**config.mk**
```make
export PLATFORM = sky130hd
export DESIGN_NAME = cfgx_translator
export DESIGN_NICKNAME = d
export VERILOG_FILES = /design/src/rtl/cfgx_pkg.sv /design/src/rtl/cfgx_classify.sv /design/src/rtl/cfgx_selgen.sv /design/src/rtl/cfgx_compose.sv /design/src/rtl/cfgx_translator.sv
export SDC_FILE = /design/constraint.sdc
export NUM_CORES = 1
export LEC_CHECK = 0
export ABC_CLOCK_PERIOD_IN_PS = 2900
export BUFFER_PORTS_ARGS = -buffer_cell sky130_fd_sc_hd__buf_4
export CAP_MARGIN = 10
export CORE_ASPECT_RATIO = 0.7
export CORE_MARGIN = 2
export CORE_UTILIZATION = 30
export DETAILED_ROUTE_END_ITERATION = 7
export SYNTH_ARGS = -nofsm -noshare
export SYNTH_HDL_FRONTEND = slang
export SYNTH_SLANG_ARGS = --single-unit
export TNS_END_PERCENT = 50
```
**constraint.sdc**
```tcl
create_clock -name clk -period 2.9 [get_ports clk]
set_input_delay 0.29 -clock clk [delete_from_list [all_inputs] [get_ports clk]]
set_output_delay 0.29 -clock clk [all_outputs]
set_load 0.03 [all_outputs]
```
**src/rtl/cfgx_pkg.sv**
```systemverilog
package cfgx_pkg;

  typedef enum logic [1:0] {
    DEC_IGNORE  = 2'd0,
    DEC_LOCAL0  = 2'd1,
    DEC_PASS1   = 2'd2,
    DEC_SPECIAL = 2'd3
  } dec_e;

  localparam logic [3:0] CMD_CFG_RD = 4'b1010;
  localparam logic [3:0] CMD_CFG_WR = 4'b1011;
  localparam logic [1:0] TYPE1_TAG  = 2'b01;

endpackage

```
**src/rtl/cfgx_classify.sv**
```systemverilog
module cfgx_classify
  import cfgx_pkg::*;
#(
  parameter int BUS_W = 8,
  parameter int DEV_W = 5,
  parameter int FN_W  = 3,
  parameter int REG_W = 6,
  localparam int REG_LSB = 2,
  localparam int FN_LSB  = REG_LSB + REG_W,
  localparam int DEV_LSB = FN_LSB + FN_W,
  localparam int BUS_LSB = DEV_LSB + DEV_W,
  localparam int IN_W    = BUS_LSB + BUS_W
) (
  input  logic [IN_W-1:0]  ad_lo,
  input  logic [3:0]       cmd,
  input  logic [BUS_W-1:0] sec_bus,
  input  logic [BUS_W-1:0] sub_bus,
  output dec_e             dec,
  output logic [DEV_W-1:0] dev,
  output logic [FN_W-1:0]  fn,
  output logic [REG_W-1:0] rg
);

  localparam logic [DEV_W-1:0] DEV_TOP = '1;

  logic [BUS_W-1:0] bus_n;
  logic             cfg_cmd;
  logic             type1_ok;
  logic             is_local;
  logic             in_window;
  logic             spec_hit;

  assign bus_n = ad_lo[BUS_LSB +: BUS_W];
  assign dev   = ad_lo[DEV_LSB +: DEV_W];
  assign fn    = ad_lo[FN_LSB +: FN_W];
  assign rg    = ad_lo[REG_LSB +: REG_W];

  assign cfg_cmd   = (cmd == CMD_CFG_RD) || (cmd == CMD_CFG_WR);
  assign type1_ok  = (ad_lo[1:0] == TYPE1_TAG);
  assign is_local  = (bus_n == sec_bus);
  assign in_window = (bus_n > sec_bus) && (bus_n <= sub_bus);
  assign spec_hit  = (dev == DEV_TOP) && (rg == '0);

  always_comb begin
    dec = DEC_IGNORE;
    if (cfg_cmd && type1_ok) begin
      if (is_local) begin
        dec = spec_hit ? DEC_SPECIAL : DEC_LOCAL0;
      end else if (in_window) begin
        dec = DEC_PASS1;
      end
    end
  end

  always_comb begin
    if (!cfg_cmd) assert (dec == DEC_IGNORE);
  end

endmodule

```
**src/rtl/cfgx_selgen.sv**
```systemverilog
module cfgx_selgen #(
  parameter int DEV_W = 5,
  parameter int SEL_N = 16
) (
  input  logic [DEV_W-1:0] dev,
  output logic [SEL_N-1:0] sel
);

  for (genvar i = 0; i < SEL_N; i++) begin : g_line
    assign sel[i] = (dev == DEV_W'(i));
  end

  always_comb begin
    assert ($onehot0(sel));
  end

endmodule

```
**src/rtl/cfgx_compose.sv**
```systemverilog
module cfgx_compose
  import cfgx_pkg::*;
#(
  parameter int ADDR_W = 32,
  parameter int SEL_N  = 16,
  parameter int FN_W   = 3,
  parameter int REG_W  = 6,
  localparam int REG_LSB = 2,
  localparam int FN_LSB  = REG_LSB + REG_W,
  localparam int SEL_LSB = ADDR_W - SEL_N
) (
  input  dec_e              dec,
  input  logic [ADDR_W-1:0] ad,
  input  logic [SEL_N-1:0]  sel,
  input  logic [FN_W-1:0]   fn,
  input  logic [REG_W-1:0]  rg,
  output logic [ADDR_W-1:0] ad_nxt,
  output logic              abort_nxt,
  output logic              beat_nxt
);

  always_comb begin
    ad_nxt = '0;
    unique case (dec)
      DEC_LOCAL0: begin
        ad_nxt[SEL_LSB +: SEL_N] = sel;
        ad_nxt[FN_LSB +: FN_W]   = fn;
        ad_nxt[REG_LSB +: REG_W] = rg;
      end
      DEC_PASS1: ad_nxt = ad;
      default:   ad_nxt = '0;
    endcase
  end

  assign beat_nxt  = (dec == DEC_LOCAL0);
  assign abort_nxt = beat_nxt && (sel == '0);

endmodule

```
**src/rtl/cfgx_translator.sv**
```systemverilog
module cfgx_translator
  import cfgx_pkg::*;
#(
  parameter int ADDR_W = 32,
  parameter int BUS_W  = 8,
  parameter int DEV_W  = 5,
  parameter int FN_W   = 3,
  parameter int REG_W  = 6,
  parameter int SEL_N  = 16,
  localparam int IN_W    = 2 + REG_W + FN_W + DEV_W + BUS_W,
  localparam int SEL_LSB = ADDR_W - SEL_N
) (
  input  logic              clk,
  input  logic              rst,
  input  logic              frame_start,
  input  logic [ADDR_W-1:0] ad_in,
  input  logic [3:0]        cmd_in,
  input  logic [BUS_W-1:0]  sec_bus,
  input  logic [BUS_W-1:0]  sub_bus,
  output logic [1:0]        decision,
  output logic [ADDR_W-1:0] ad_out,
  output logic              abort_pred,
  output logic              single_beat,
  output logic              delayed_txn
);

  dec_e              dec_c;
  logic [DEV_W-1:0]  dev_c;
  logic [FN_W-1:0]   fn_c;
  logic [REG_W-1:0]  rg_c;
  logic [SEL_N-1:0]  sel_c;
  logic [ADDR_W-1:0] ad_c;
  logic              abort_c;
  logic              beat_c;

  cfgx_classify #(
    .BUS_W(BUS_W), .DEV_W(DEV_W), .FN_W(FN_W), .REG_W(REG_W)
  ) u_classify (
    .ad_lo  (ad_in[IN_W-1:0]),
    .cmd    (cmd_in),
    .sec_bus(sec_bus),
    .sub_bus(sub_bus),
    .dec    (dec_c),
    .dev    (dev_c),
    .fn     (fn_c),
    .rg     (rg_c)
  );

  cfgx_selgen #(
    .DEV_W(DEV_W), .SEL_N(SEL_N)
  ) u_selgen (
    .dev(dev_c),
    .sel(sel_c)
  );

  cfgx_compose #(
    .ADDR_W(ADDR_W), .SEL_N(SEL_N), .FN_W(FN_W), .REG_W(REG_W)
  ) u_compose (
    .dec      (dec_c),
    .ad       (ad_in),
    .sel      (sel_c),
    .fn       (fn_c),
    .rg       (rg_c),
    .ad_nxt   (ad_c),
    .abort_nxt(abort_c),
    .beat_nxt (beat_c)
  );

  always_ff @(posedge clk) begin
    if (rst) begin
      decision    <= DEC_IGNORE;
      ad_out      <= '0;
      abort_pred  <= 1'b0;
      single_beat <= 1'b0;
      delayed_txn <= 1'b0;
    end else if (frame_start) begin
      decision    <= dec_c;
      ad_out      <= ad_c;
      abort_pred  <= abort_c;
      single_beat <= beat_c;
      delayed_txn <= beat_c;
    end
  end

  AST_HOLD_NO_STROBE: assert property (@(posedge clk) disable iff (rst)
    !frame_start |=> $stable(decision) && $stable(ad_out) && $stable(abort_pred));

  AST_NONCFG_IGNORED: assert property (@(posedge clk) disable iff (rst)
    (frame_start && cmd_in != CMD_CFG_RD && cmd_in != CMD_CFG_WR) |=> decision == DEC_IGNORE);

  AST_SEL_ONEHOT: assert property (@(posedge clk) disable iff (rst)
    decision == DEC_LOCAL0 |-> $onehot0(ad_out[ADDR_W-1:SEL_LSB]));

  AST_LOCAL_LOWBITS: assert property (@(posedge clk) disable iff (rst)
    decision == DEC_LOCAL0 |-> ad_out[1:0] == 2'b00);

  AST_ABORT_NOSEL: assert property (@(posedge clk) disable iff (rst)
    abort_pred |-> (decision == DEC_LOCAL0 && ad_out[ADDR_W-1:SEL_LSB] == '0));

  AST_BEAT_LOCAL: assert property (@(posedge clk) disable iff (rst)
    (single_beat || delayed_txn) |-> decision == DEC_LOCAL0);

  AST_SPECIAL_ZERO: assert property (@(posedge clk) disable iff (rst)
    decision == DEC_SPECIAL |-> ad_out == '0);

  AST_RESET_CLEARS: assert property (@(posedge clk)
    rst |=> (decision == DEC_IGNORE && ad_out == '0));

endmodule

```
==> results.md <==
## Outcome
* status: completed

## Finish
* total non-filler cell area in the finished layout: 2940 um^2
* layout cell share with drive strength beyond 1: 0.296
* layout net count: 423
* Layout area overhead: 41.3%
* final cell count without fillers: 445
* total inserted antenna cells: 0

## Timing
* hold violation count in the final report: 0
* Period minus WS final: 2.49 ns
* FMAX: 0.401 GHz
* setup repair after global routing missed its margin: false
* count of endpoints failing setup in the final report: 0
* Max Slew Vio Count: 0
* Worst Skew: 0 ns
* worst-case setup margin in the final layout: 0.409 ns
* Least-Margin Pin Slew: 0.461 ns
* max_slew headroom: 0.692
* final worst path period share: 0.859
* final setup TNS: 0 ns

## Synthesis
* number of warning messages in the yosys log: 0
* synthesized netlist net count: 338
* post-synthesis instance area: 2080 um^2
* Synth Instances: 265
* count of flip-flops with a built-in enable after synthesis: 0
* predominant post-synthesis flop cell: dfxtp_1
* mean post-synth cell area: 7.85 um^2
* number of unique standard cell types used by synthesis: 32
* Yosys reg bits: 36
* sequential area share after synthesis: 0.346
* Async S/R FF share, synth: 0

## Worst setup path
* critical path's largest stage delay: 0.33 ns
* Setup CP Type: input pin to register
* chain of cells forming the critical path: buf_4 > ha_1 > a21oi_1 > o21ai_0 > or3_1 > a41oi_2 > ha_1 > nand2b_1 > nor3_1 > a22o_1 > a21oi_1 > nor2_1
* Crit path buffers/inverters: 1
* Reg2Reg Depth: 3
* worst path required time: 3.13 ns
* endpoint of the worst register-to-register path: ad_out[16]
* kind of launch point of the worst setup path: input pin
* kind of cell with the highest combined delay on the critical path: simple AND/OR/NAND/NOR gates
* sort of element at the end of the critical path: register
* number of cells on the critical path: 12
* worst setup path end: ad_out[20]
* reg-to-reg startpoint: ad_out[16]
* register-to-register setup slack: 2.15 ns
* cell type of the slowest stage on the worst timing path: or3_1
* CP startpoint: ad_in[23]
* largest driver fanout on the critical path: 4
* endpoint arrival time on the critical path: 2.73 ns

## Detailed routing
* DR vias/cell: 4.71
* routed vias: 2,094
* first drt pass iteration count: 4
* DRC Markers: 0
* Final ANT Viol Nets: 0
* drt wl/cell: 13.6 um
* number of DRC markers after the initial detailed-route iteration: 130
* routed wire length: 6070 um

## Die
* area of the placeable core: 6730 um^2
* overall die height: 73.7 um
* overall die area: 7630 um^2
* initial core utilization: 0.309
* num ports: 92
* Std-Cell Rows: 25
* Chip Width: 104 um

## Global routing
* global-route usage over all layers: 0.160
* number of global-route vias before repair: 2,012
* GRT overflow: 0
* global-route wire length before repair: 9750 um
* number of antenna violations at the first check in global routing: 0
* pin count of the biggest net entering global routing: 47

## Placed design
* Port Buffer Count: 90
* instance count after placement with tap cells included: 437
* Post-Place Worst Slack: 0.112 ns
* detailed placement HPWL: 4520 um
* routability-driven placement congestion ratio: 0.807
* cell area reported after detailed placement: 2850 um^2

## Pwr
* leakage power total: 1.34 nW
* maximum VDD drop: 0.177 mV
* power density normalized to cell area: 353 nW/um^2
* total chip power: 0.00104 W

## Clock network
* PostCTS Resize Cnt: 0
* CTS tree: yes
* H-Tree Level Count: 2
* buffer levels on the longest clock path: 2
* buffer type at the clock tree root: clkbuf_8
* total CTS buffers: 5
* latest clock arrival within the worst-skew pair: 0.29 ns
* number of clock sinks: 36
* number of post-CTS setup repair buffers: 0
* Worst-path clk slew: 0.08 ns
* hold-fix buffer count after cts: 0

## Run
* number of maximum-capacitance violations: 0

## Min path
* type of the most critical hold path: input pin to register

-- Yosys cell counts, types with 2 or more instances --
library cell | n | area (um^2)
a21oi_1 | 39 | 195
dfxtp_1 | 36 | 721
nor2_1 | 34 | 128
nor2b_1 | 29 | 181
inv_1 | 19 | 71.3
ha_1 | 18 | 225
nand2b_1 | 13 | 81.3
nand2_1 | 11 | 41.3
clkbuf_1 | 10 | 37.5
nand3_1 | 10 | 50.1
a22o_1 | 9 | 78.8
o21ai_0 | 9 | 45.0
nand4_1 | 4 | 25.0
buf_1 | 2 | 7.51
buf_2 | 2 | 10.0
mux2i_1 | 2 | 20.0
nor3_1 | 2 | 10.0
o31ai_1 | 2 | 15.0
-- power by group --
part           switching [W]  leakage (nW)  internal [W]
Sequential       0.000000541         0.290      0.000495
Combinational      0.0000800          1.00     0.0000786
Clock               0.000191        0.0445      0.000193
Total               0.000272          1.34      0.000767
-- cells in the final DEF (no fill, tap or decap), drive strengths merged, types with 4 or more instances in the layout --
| master | instances |
|---|---|
| a21oi | 39 |
| a22o | 9 |
| buf | 93 |
| clkbuf | 7 |
| dfxtp | 36 |
| ha | 18 |
| inv | 19 |
| nand2 | 11 |
| nand2b | 13 |
| nand3 | 10 |
| nand4 | 4 |
| nor2 | 34 |
| nor2b | 29 |
| o21ai | 9 |
-- sequential cells by signal, summed over array words and instances, names as in the netlist --
register and flops:
delayed_txn 1, decision 2, ad_out 32, abort_pred 1
-- worst min path at each step --
stage | slack (ns) | from | cells after the start | endpoint
floorplan | 0.43 | ad_in[2] | 2 | ad_out[2]
global placement | 0.46 | ad_out[14] | 2 | ad_out[14]
detailed placement | 0.46 | abort_pred | 2 | abort_pred
CTS | 0.22 | ad_in[9] | 3 | ad_out[9]
global route | 0.23 | ad_in[9] | 3 | ad_out[9]
finish | 0.22 | ad_in[9] | 3 | ad_out[9]
-- routing by layer --
layer | vias up | wire length [um] | track usage
met5 | - | 0 | 0
met4 | 0 | 34 | 0.0450
met3 | 4 | 618 | 0.0639
met2 | 80 | 2480 | 0.249
met1 | 948 | 2940 | 0.208
li1 | 1062 | - | -
-- cells by family after synthesis --
logic type,Yosys count,share of synthesized area
simple gates,111,0.284
compound gates,64,0.187
buf+inv,34,0.0643
mux,2,0.00962
flops,36,0.346
fa+ha+maj,18,0.108
-- layout make-up --
| cell class | instances | area (um^2) |
|---|---|---|
| Timing Repair Buffer | 93 | 711 |
| Tap cell | 94 | 118 |
| Clock buffer | 7 | 86.3 |
| Inverter | 19 | 71.3 |
| Multi-Input combinational cell | 195 | 1230 |
| Sequential cell | 36 | 721 |
| Clock inverter | 1 | 7.51 |
| Fill cell | 701 | 3780 |
-- per-stage QoR --
| stage | hold WS (ns) | util |
|---|---|---|
| 2_1_floorplan | 0.429 | - |
| 3_3_place_gp | 0.457 | 0.423 |
| 3_5_place_dp | 0.461 | 0.423 |
| 4_1_cts | 0.218 | 0.437 |
| 5_1_grt | 0.234 | 0.437 |
| 6_report | 0.223 | 0.437 |
-- worst min-delay path, cell delays in order --
cell and delay (ns):
buf_4 0.08, a21oi_1 0.05, nor2_1 0.07
No activity file was read; power rests on OpenSTA's default activity.
